## config.mk

```make
export PLATFORM = sky130hd
export DESIGN_NAME = qlist_mgr
export DESIGN_NICKNAME = d
export VERILOG_FILES = /design/src/rtl/qlist_pkg.sv /design/src/rtl/qlist_link_ram.sv /design/src/rtl/qlist_slot.sv /design/src/rtl/qlist_ctrl.sv /design/src/rtl/qlist_mgr.sv
export SDC_FILE = /design/constraint.sdc
export NUM_CORES = 1
export LEC_CHECK = 0
export CAP_MARGIN = 20
export CORE_MARGIN = 1
export CORE_UTILIZATION = 27
export CTS_CLUSTER_SIZE = 16
export DETAILED_ROUTE_END_ITERATION = 10
export PLACE_DENSITY = 0.52
export SLEW_MARGIN = 20
export SYNTH_ARGS = -nofsm -noshare
export SYNTH_HDL_FRONTEND = slang
export SYNTH_HIERARCHICAL = 1
export SYNTH_SLANG_ARGS = --single-unit
```

## constraint.sdc

```tcl
create_clock -name clk -period 6.2 [get_ports clk]
set_input_delay 1.24 -clock clk [delete_from_list [all_inputs] [get_ports clk]]
set_output_delay 1.24 -clock clk [all_outputs]
set_load 0.01 [all_outputs]
```

## src/rtl/qlist_pkg.sv

```systemverilog
package qlist_pkg;

   typedef enum logic {
      OP_APPEND = 1'b0,
      OP_REMOVE = 1'b1
   } op_kind_e;

   typedef enum logic [1:0] {
      ST_INIT = 2'd0,
      ST_IDLE = 2'd1,
      ST_WAIT = 2'd2
   } ctrl_st_e;

endpackage

```

## src/rtl/qlist_link_ram.sv

```systemverilog
// Next-pointer store: one word per node, registered read (1 cycle latency).
module qlist_link_ram #(
   parameter int DEPTH      = 16,
   parameter int AW         = 4,
   parameter bit INIT_SWEEP = 1'b1
) (
   input  logic          clk,
   input  logic          rst_n,
   input  logic [AW-1:0] rd_addr,
   output logic [AW-1:0] rd_data,
   input  logic          wr_en,
   input  logic [AW-1:0] wr_addr,
   input  logic [AW-1:0] wr_data,
   output logic          init_done
);

   localparam logic [AW-1:0] LAST = AW'(DEPTH - 1);

   logic [AW-1:0] mem [DEPTH];

   function automatic logic [AW-1:0] succ(input logic [AW-1:0] idx);
      return (idx == LAST) ? '0 : idx + 1'b1;
   endfunction

   generate
      if (INIT_SWEEP) begin : g_sweep
         // Walk every entry once after reset, chaining node i to node i+1.
         logic [AW-1:0] sweep_idx;
         logic          sweeping;

         always_ff @(posedge clk or negedge rst_n) begin
            if (!rst_n) begin
               sweep_idx <= '0;
               sweeping  <= 1'b1;
            end else if (sweeping) begin
               sweep_idx <= succ(sweep_idx);
               if (sweep_idx == LAST) sweeping <= 1'b0;
            end
         end

         always_ff @(posedge clk) begin
            if (sweeping)   mem[sweep_idx] <= succ(sweep_idx);
            else if (wr_en) mem[wr_addr]   <= wr_data;
         end

         assign init_done = !sweeping;
      end else begin : g_flop_reset
         // Small pools: load the free chain straight from reset.
         always_ff @(posedge clk or negedge rst_n) begin
            if (!rst_n) begin
               for (int i = 0; i < DEPTH; i++) mem[i] <= succ(AW'(i));
            end else if (wr_en) begin
               mem[wr_addr] <= wr_data;
            end
         end

         assign init_done = 1'b1;
      end
   endgenerate

   always_ff @(posedge clk) begin
      rd_data <= mem[rd_addr];
   end

endmodule

```

## src/rtl/qlist_slot.sv

```systemverilog
// Head/tail/count registers of one list (a queue or the free list).
module qlist_slot #(
   parameter int N_NODES = 16,
   parameter int NODE_W  = 4,
   parameter int CNT_W   = 5,
   parameter bit IS_FREE = 1'b0
) (
   input  logic              clk,
   input  logic              rst_n,
   input  logic              push,
   input  logic [NODE_W-1:0] push_node,
   input  logic              pop,
   input  logic              load,
   input  logic [NODE_W-1:0] load_node,
   output logic [NODE_W-1:0] head,
   output logic [NODE_W-1:0] tail,
   output logic              empty,
   output logic              multi
);

   localparam logic [CNT_W-1:0]  CNT_RST  = IS_FREE ? CNT_W'(N_NODES) : '0;
   localparam logic [NODE_W-1:0] TAIL_RST = IS_FREE ? NODE_W'(N_NODES - 1) : '0;

   logic [CNT_W-1:0] cnt;

   always_ff @(posedge clk or negedge rst_n) begin
      if (!rst_n) begin
         head <= '0;
         tail <= TAIL_RST;
         cnt  <= CNT_RST;
      end else begin
         if (push) begin
            tail <= push_node;
            if (cnt == '0) head <= push_node;
         end
         if (load) head <= load_node;
         if (push && !pop)      cnt <= cnt + 1'b1;
         else if (pop && !push) cnt <= cnt - 1'b1;
      end
   end

   assign empty = (cnt == '0);
   assign multi = (cnt > CNT_W'(1));

endmodule

```

## src/rtl/qlist_ctrl.sv

```systemverilog
// Accept/wait sequencing: one request per cycle, one stall cycle while
// the next pointer of a popped node is being fetched.
module qlist_ctrl
   import qlist_pkg::*;
#(
   parameter int LIST_W = 3
) (
   input  logic              clk,
   input  logic              rst_n,
   input  logic              init_done,
   input  logic              op_valid,
   input  logic [LIST_W-1:0] src_idx,
   input  logic              src_empty,
   input  logic              src_multi,
   output logic              op_ready,
   output logic              take_ok,
   output logic              take_err,
   output logic              head_load,
   output logic [LIST_W-1:0] pend_idx
);

   ctrl_st_e st;
   logic     take;

   assign op_ready  = (st == ST_IDLE);
   assign take      = op_valid && op_ready;
   assign take_ok   = take && !src_empty;
   assign take_err  = take && src_empty;
   assign head_load = (st == ST_WAIT);

   always_ff @(posedge clk or negedge rst_n) begin
      if (!rst_n) begin
         st       <= ST_INIT;
         pend_idx <= '0;
      end else begin
         unique case (st)
            ST_INIT: if (init_done) st <= ST_IDLE;
            ST_IDLE: if (take_ok && src_multi) begin
               st       <= ST_WAIT;
               pend_idx <= src_idx;
            end
            ST_WAIT: st <= ST_IDLE;
            default: st <= ST_INIT;
         endcase
      end
   end

endmodule

```

## src/rtl/qlist_mgr.sv

```systemverilog
module qlist_mgr
   import qlist_pkg::*;
#(
   parameter  int N_NODES    = 16,
   parameter  int N_QUEUES   = 4,
   parameter  int BUF_BYTES  = 64,
   parameter  bit INIT_SWEEP = 1'b1,
   localparam int NODE_W     = $clog2(N_NODES),
   localparam int QID_W      = $clog2(N_QUEUES),
   localparam int SHIFT      = $clog2(BUF_BYTES),
   localparam int ADDR_W     = NODE_W + SHIFT
) (
   input  logic                clk,
   input  logic                rst_n,
   input  logic                op_valid,
   input  logic                op_kind,
   input  logic [QID_W-1:0]    op_qid,
   output logic                op_ready,
   output logic                resp_valid,
   output logic                resp_err,
   output logic [NODE_W-1:0]   resp_node,
   output logic [ADDR_W-1:0]   resp_addr,
   output logic [N_QUEUES-1:0] q_empty,
   output logic                free_empty
);

   localparam int N_LISTS  = N_QUEUES + 1;
   localparam int LIST_W   = $clog2(N_LISTS);
   localparam int CNT_W    = $clog2(N_NODES + 1);
   localparam int FREE_IDX = N_QUEUES;

   // Elaboration-time parameter checks.
   if (N_NODES < 2) begin : g_bad_nodes
      $error("qlist_mgr: N_NODES must be at least 2");
   end
   if (N_QUEUES < 2 || (1 << QID_W) != N_QUEUES) begin : g_bad_queues
      $error("qlist_mgr: N_QUEUES must be a power of two, at least 2");
   end
   if (BUF_BYTES < 1 || (1 << SHIFT) != BUF_BYTES) begin : g_bad_buf
      $error("qlist_mgr: BUF_BYTES must be a power of two");
   end

   logic [NODE_W-1:0] head_a  [N_LISTS];
   logic [NODE_W-1:0] tail_a  [N_LISTS];
   logic [N_LISTS-1:0] empty_v, multi_v;

   logic [LIST_W-1:0] src_idx, dst_idx, pend_idx;
   logic              take_ok, take_err, head_load, init_done;
   logic [NODE_W-1:0] node, link_rd;

   // Append: free list -> queue. Remove: queue -> free list.
   assign src_idx = (op_kind == OP_REMOVE) ? LIST_W'(op_qid) : LIST_W'(FREE_IDX);
   assign dst_idx = (op_kind == OP_REMOVE) ? LIST_W'(FREE_IDX) : LIST_W'(op_qid);
   assign node    = head_a[src_idx];

   qlist_ctrl #(.LIST_W(LIST_W)) u_ctrl (
      .clk       (clk),
      .rst_n     (rst_n),
      .init_done (init_done),
      .op_valid  (op_valid),
      .src_idx   (src_idx),
      .src_empty (empty_v[src_idx]),
      .src_multi (multi_v[src_idx]),
      .op_ready  (op_ready),
      .take_ok   (take_ok),
      .take_err  (take_err),
      .head_load (head_load),
      .pend_idx  (pend_idx)
   );

   // Read the successor of the popped node; link it behind the old tail.
   qlist_link_ram #(
      .DEPTH      (N_NODES),
      .AW         (NODE_W),
      .INIT_SWEEP (INIT_SWEEP)
   ) u_link (
      .clk       (clk),
      .rst_n     (rst_n),
      .rd_addr   (node),
      .rd_data   (link_rd),
      .wr_en     (take_ok && !empty_v[dst_idx]),
      .wr_addr   (tail_a[dst_idx]),
      .wr_data   (node),
      .init_done (init_done)
   );

   for (genvar g = 0; g < N_LISTS; g++) begin : g_list
      qlist_slot #(
         .N_NODES (N_NODES),
         .NODE_W  (NODE_W),
         .CNT_W   (CNT_W),
         .IS_FREE (g == FREE_IDX)
      ) u_slot (
         .clk       (clk),
         .rst_n     (rst_n),
         .push      (take_ok && (dst_idx == LIST_W'(g))),
         .push_node (node),
         .pop       (take_ok && (src_idx == LIST_W'(g))),
         .load      (head_load && (pend_idx == LIST_W'(g))),
         .load_node (link_rd),
         .head      (head_a[g]),
         .tail      (tail_a[g]),
         .empty     (empty_v[g]),
         .multi     (multi_v[g])
      );
   end

   always_ff @(posedge clk or negedge rst_n) begin
      if (!rst_n) begin
         resp_valid <= 1'b0;
         resp_err   <= 1'b0;
         resp_node  <= '0;
      end else begin
         resp_valid <= take_ok || take_err;
         resp_err   <= take_err;
         if (take_ok) resp_node <= node;
      end
   end

   generate
      if (SHIFT == 0) begin : g_addr_unit
         assign resp_addr = resp_node;
      end else begin : g_addr_shift
         assign resp_addr = {resp_node, {SHIFT{1'b0}}};
      end
   endgenerate

   assign q_empty    = empty_v[N_QUEUES-1:0];
   assign free_empty = empty_v[FREE_IDX];

endmodule

```

==> results.toml <==
[status]
outcome = "finished clean"

[cells_and_area]
final-instance-count-excl-fill = 996
final_area_sq_um = 8670
drive_above_1_share_pct = 17.7
fin_util_pct = 32.0
fin_nets = 637
synthToLayoutAreaGrowth_pct = 15.7

[power]
pwr-share-seq_pct = 49.3
p_leak_uw = 0.00325
power.total_uw = 2080
power_switching_uw = 499
p_sw_share_pct = 24.0
p_int_uw = 1580
powerDensity_nw_per_um2 = 240
vdd_ir_drop_max_mv = 0.182
p_comb_share_pct = 1.5
pwr-share-clk_pct = 49.2

[timing]
fin_crit_ns = 4.79
slew_headroom_pct = 33.3
setup_viol = 0
grt_setup_unrepaired = "false"
worst_pin_slew_ns = 0.988
fin_crit_sh_pct = 77.2
finalClockSkew_ns = 0.0154
fmax_mhz = 209
finalHoldViolations = 0
slew_viol_final = 0
tns_ns = 0

[clock_network]
ctsRootBufferMaster = "clkbuf_16"
cts_hold_buffers = 0
cts_buffers = 17
cts_tree = "yes"
clk_pin_slew_ns = 0.07
clock_latency_ns = 0.43
cts_setup_buffers = 0
clockBufferDepth = 2
clkSinkCount = 149
cts.repair.resized = 0
htree_levels = 4

[synth]
synth_top_family_by_area = "multiplexers"
syn_area_per_cell_sq_um = 12.9
muxShareOfSynthArea_pct = 14.6
netlist_top_cells_area = "edfxtp_1, dfrtp_1, mux4_1"
yosysSeqAreaShare_pct = 53.9
synth_compound_area_share_pct = 8.28
synth_edf_count = 64
ys_async_sr_fraction_pct = 54.4
ys_warn_count = 6
synthAdderAreaFrac_pct = 3.51
netlist.area_leader.share_pct = 25.7
synth-simple-area-share_pct = 11.9
yosys.area_share.xor_xnor_pct = 3.16
ys_types = 56
synth_seq_cells = 149
synth_area_sq_um = 7490
synth_top_cell_by_area = "edfxtp_1"
synth_ff_type = "dfrtp_1"
syn_inst = 582

[global_route]
antenna_found_initial = 0
grt-ovfl-total = 0
grt_pass1_wl_um = 26700
grt_pass1_vias = 4656
grt_max_degree = 52
grt_usage_pct = 12.4

[placement]
place_area_sq_um = 8060
gp_congestion = 0.791
dp.cells = 963
dpl.hpwl_um = 11100
port-buffer-count = 21

[floorplan]
die_w_um = 169
fp.dieArea_sq_um = 28400
ioPinCount = 28
die_y_um = 169
core_area_sq_um = 27100
num_rows = 60
start_util_pct = 27.6

[route]
num_vias = 4696
ant_nets = 0
viasPerCell = 4.71
drtIter0Drc = 402
drc = 0
wl_per_cell_um = 16.6
routed_wl_um = 16500
dr.pass1.iters = 5

[setup_path]
critPathCaptureType = "register"
startpoint_type = "input pin"
critPathRequiredTime_ns = 6.33
slowest_stage = "mux4_1"
cp_data_arrival_time_ns = 4.92
crit_type = "input pin to register"
crit_fanout = 11
ff2ff_path_depth = 13
worstPathCellList = "clkdlybuf4s50_1 -> mux4_1 -> mux2_2 -> and4bb_1 -> inv_1 -> a211oi_1 -> buf_4 -> nand2b_1 -> a31oi_1 -> nor2_1"
slowest_delay_ns = 0.65

[min_path]
min_delay_path_depth = 1
hp-class = "register to register"

[run]
drv_cap = 0
-- sequential cells by signal, indices dropped and copies added (netlist names), 2 cells and up --
signal / count
g_list.u_slot/cnt: 25
resp_node: 4
u_link/mem: 64
g_list.u_slot/head: 20
u_ctrl/st: 2
u_link/g_sweep.sweep_idx: 4
g_list.u_slot/tail: 20
u_ctrl/pend_idx: 3
u_link/rd_data: 4
-- cell usage in the layout, fill, tap and decap left out, types with 8 or more instances in the layout --
cell / count
dfrtp_1: 75
edfxtp_1: 64
nor2_1: 37
o21ai_0: 34
mux2_2: 31
a21oi_1: 31
inv_1: 27
nor2b_1: 27
a31oi_1: 26
ha_1: 21
xor2_1: 20
clkdlybuf4s50_1: 20
mux4_1: 17
clkbuf_16: 17
nand2_1: 14
buf_4: 13
nand3_1: 11
nand4_1: 10
mux4_2: 9
nor3_1: 8
-- path summary, 6_finish.rpt --
kind / startpoint / to / slack (ns)
worst max-delay path: op_qid[1] / u_link/mem[8][0] / 1.41
worst min-delay path: g_list[1].u_slot/tail[1] / g_list[1].u_slot/tail[1] / 0.50
worst max register to register: g_list[3].u_slot/cnt[0] / u_link/mem[8][0] / 1.63
worst min register to register: g_list[1].u_slot/tail[1] / g_list[1].u_slot/tail[1] / 0.50
max in group asynchronous: rst_n / g_list[4].u_slot/cnt[1] / 4.42
min in group asynchronous: rst_n / g_list[2].u_slot/cnt[0] / 0.74
-- cell families (layout without fill, tap and decap cells) --
| family | after synthesis | count (layout) |
|---|---|---|
| flip-flops | 149 | 149 |
| XOR/XNOR | 27 | 27 |
| buffers and inverters | 63 | 99 |
| AO/OA/AOI/OAI | 107 | 107 |
| multiplexers | 65 | 65 |
| adder cells (fa/ha/maj) | 21 | 21 |
| AND/OR/NAND/NOR | 149 | 149 |
| other | 1 | 7 |
-- stage by stage --
stage	setup slack (ns)	hold WS, ns
finish	1.41	0.504
global route	1.19	0.532
CTS	1.25	0.507
detailed placement	0.805	0.492
global placement	0.893	0.485
floorplan	1.87	0.466
-- area by class of cell --
type | count | area (sq um)
flip-flops and latches | 149 | 4040
multi-input cells | 375 | 3130
clock inverters | 15 | 176
clock buffers | 17 | 425
well taps | 372 | 465
fillers | 2688 | 18400
diodes | 1 | 2.50
repair buffers | 33 | 298
inverters | 34 | 134
-- critical path, delay by kind of cell --
kind            cells  cell delay [ns]
mux                 2             0.97
compound gates      2             0.85
simple gates        3             0.94
buf+inv             3             0.90
-- power groups by stage --
| stage | registers, uW | logic, uW | clock network, uW |
|---|---|---|---|
| floorplan | 1040 | 16.1 | 0 |
| global placement | 1040 | 33.5 | 0 |
| detailed placement | 1040 | 33.2 | 0 |
| CTS | 1020 | 33.5 | 1060 |
| global route | 1020 | 36.4 | 1090 |
| finish | 1020 | 32.0 | 1020 |
-- synth_stat cells (3+ instances only) --
cell type and count:
dfrtp_1 75, edfxtp_1 64, nor2_1 37, o21ai_0 34
a21oi_1 32, mux2_2 31, inv_1 27, nor2b_1 27
a31oi_1 26, ha_1 21, xor2_1 20, mux4_1 17
buf_4 15, nand2_1 14, nand3_1 11, nand4_1 10
mux4_2 9, nor3_1 8, xnor2_1 7, clkbuf_1 6
dfstp_2 6, a22oi_1 5, clkinv_2 5, mux2i_1 5
or4_1 5, or4b_1 5, or4b_4 5, a221o_1 4
and2_1 4, and3b_1 4, dfxtp_1 4, nor4bb_1 4
and3_1 3, buf_2 3, mux2_4 3
-- metal layers --
layer	share of wire, %	routed length [um]	GRT usage [%]
met4	1.4	231	4.90
met5	0	0	0
met2	46	7580	19.1
met1	49	8120	17.6
met3	3.7	609	1.85
Power figures use the tool's default switching activity.
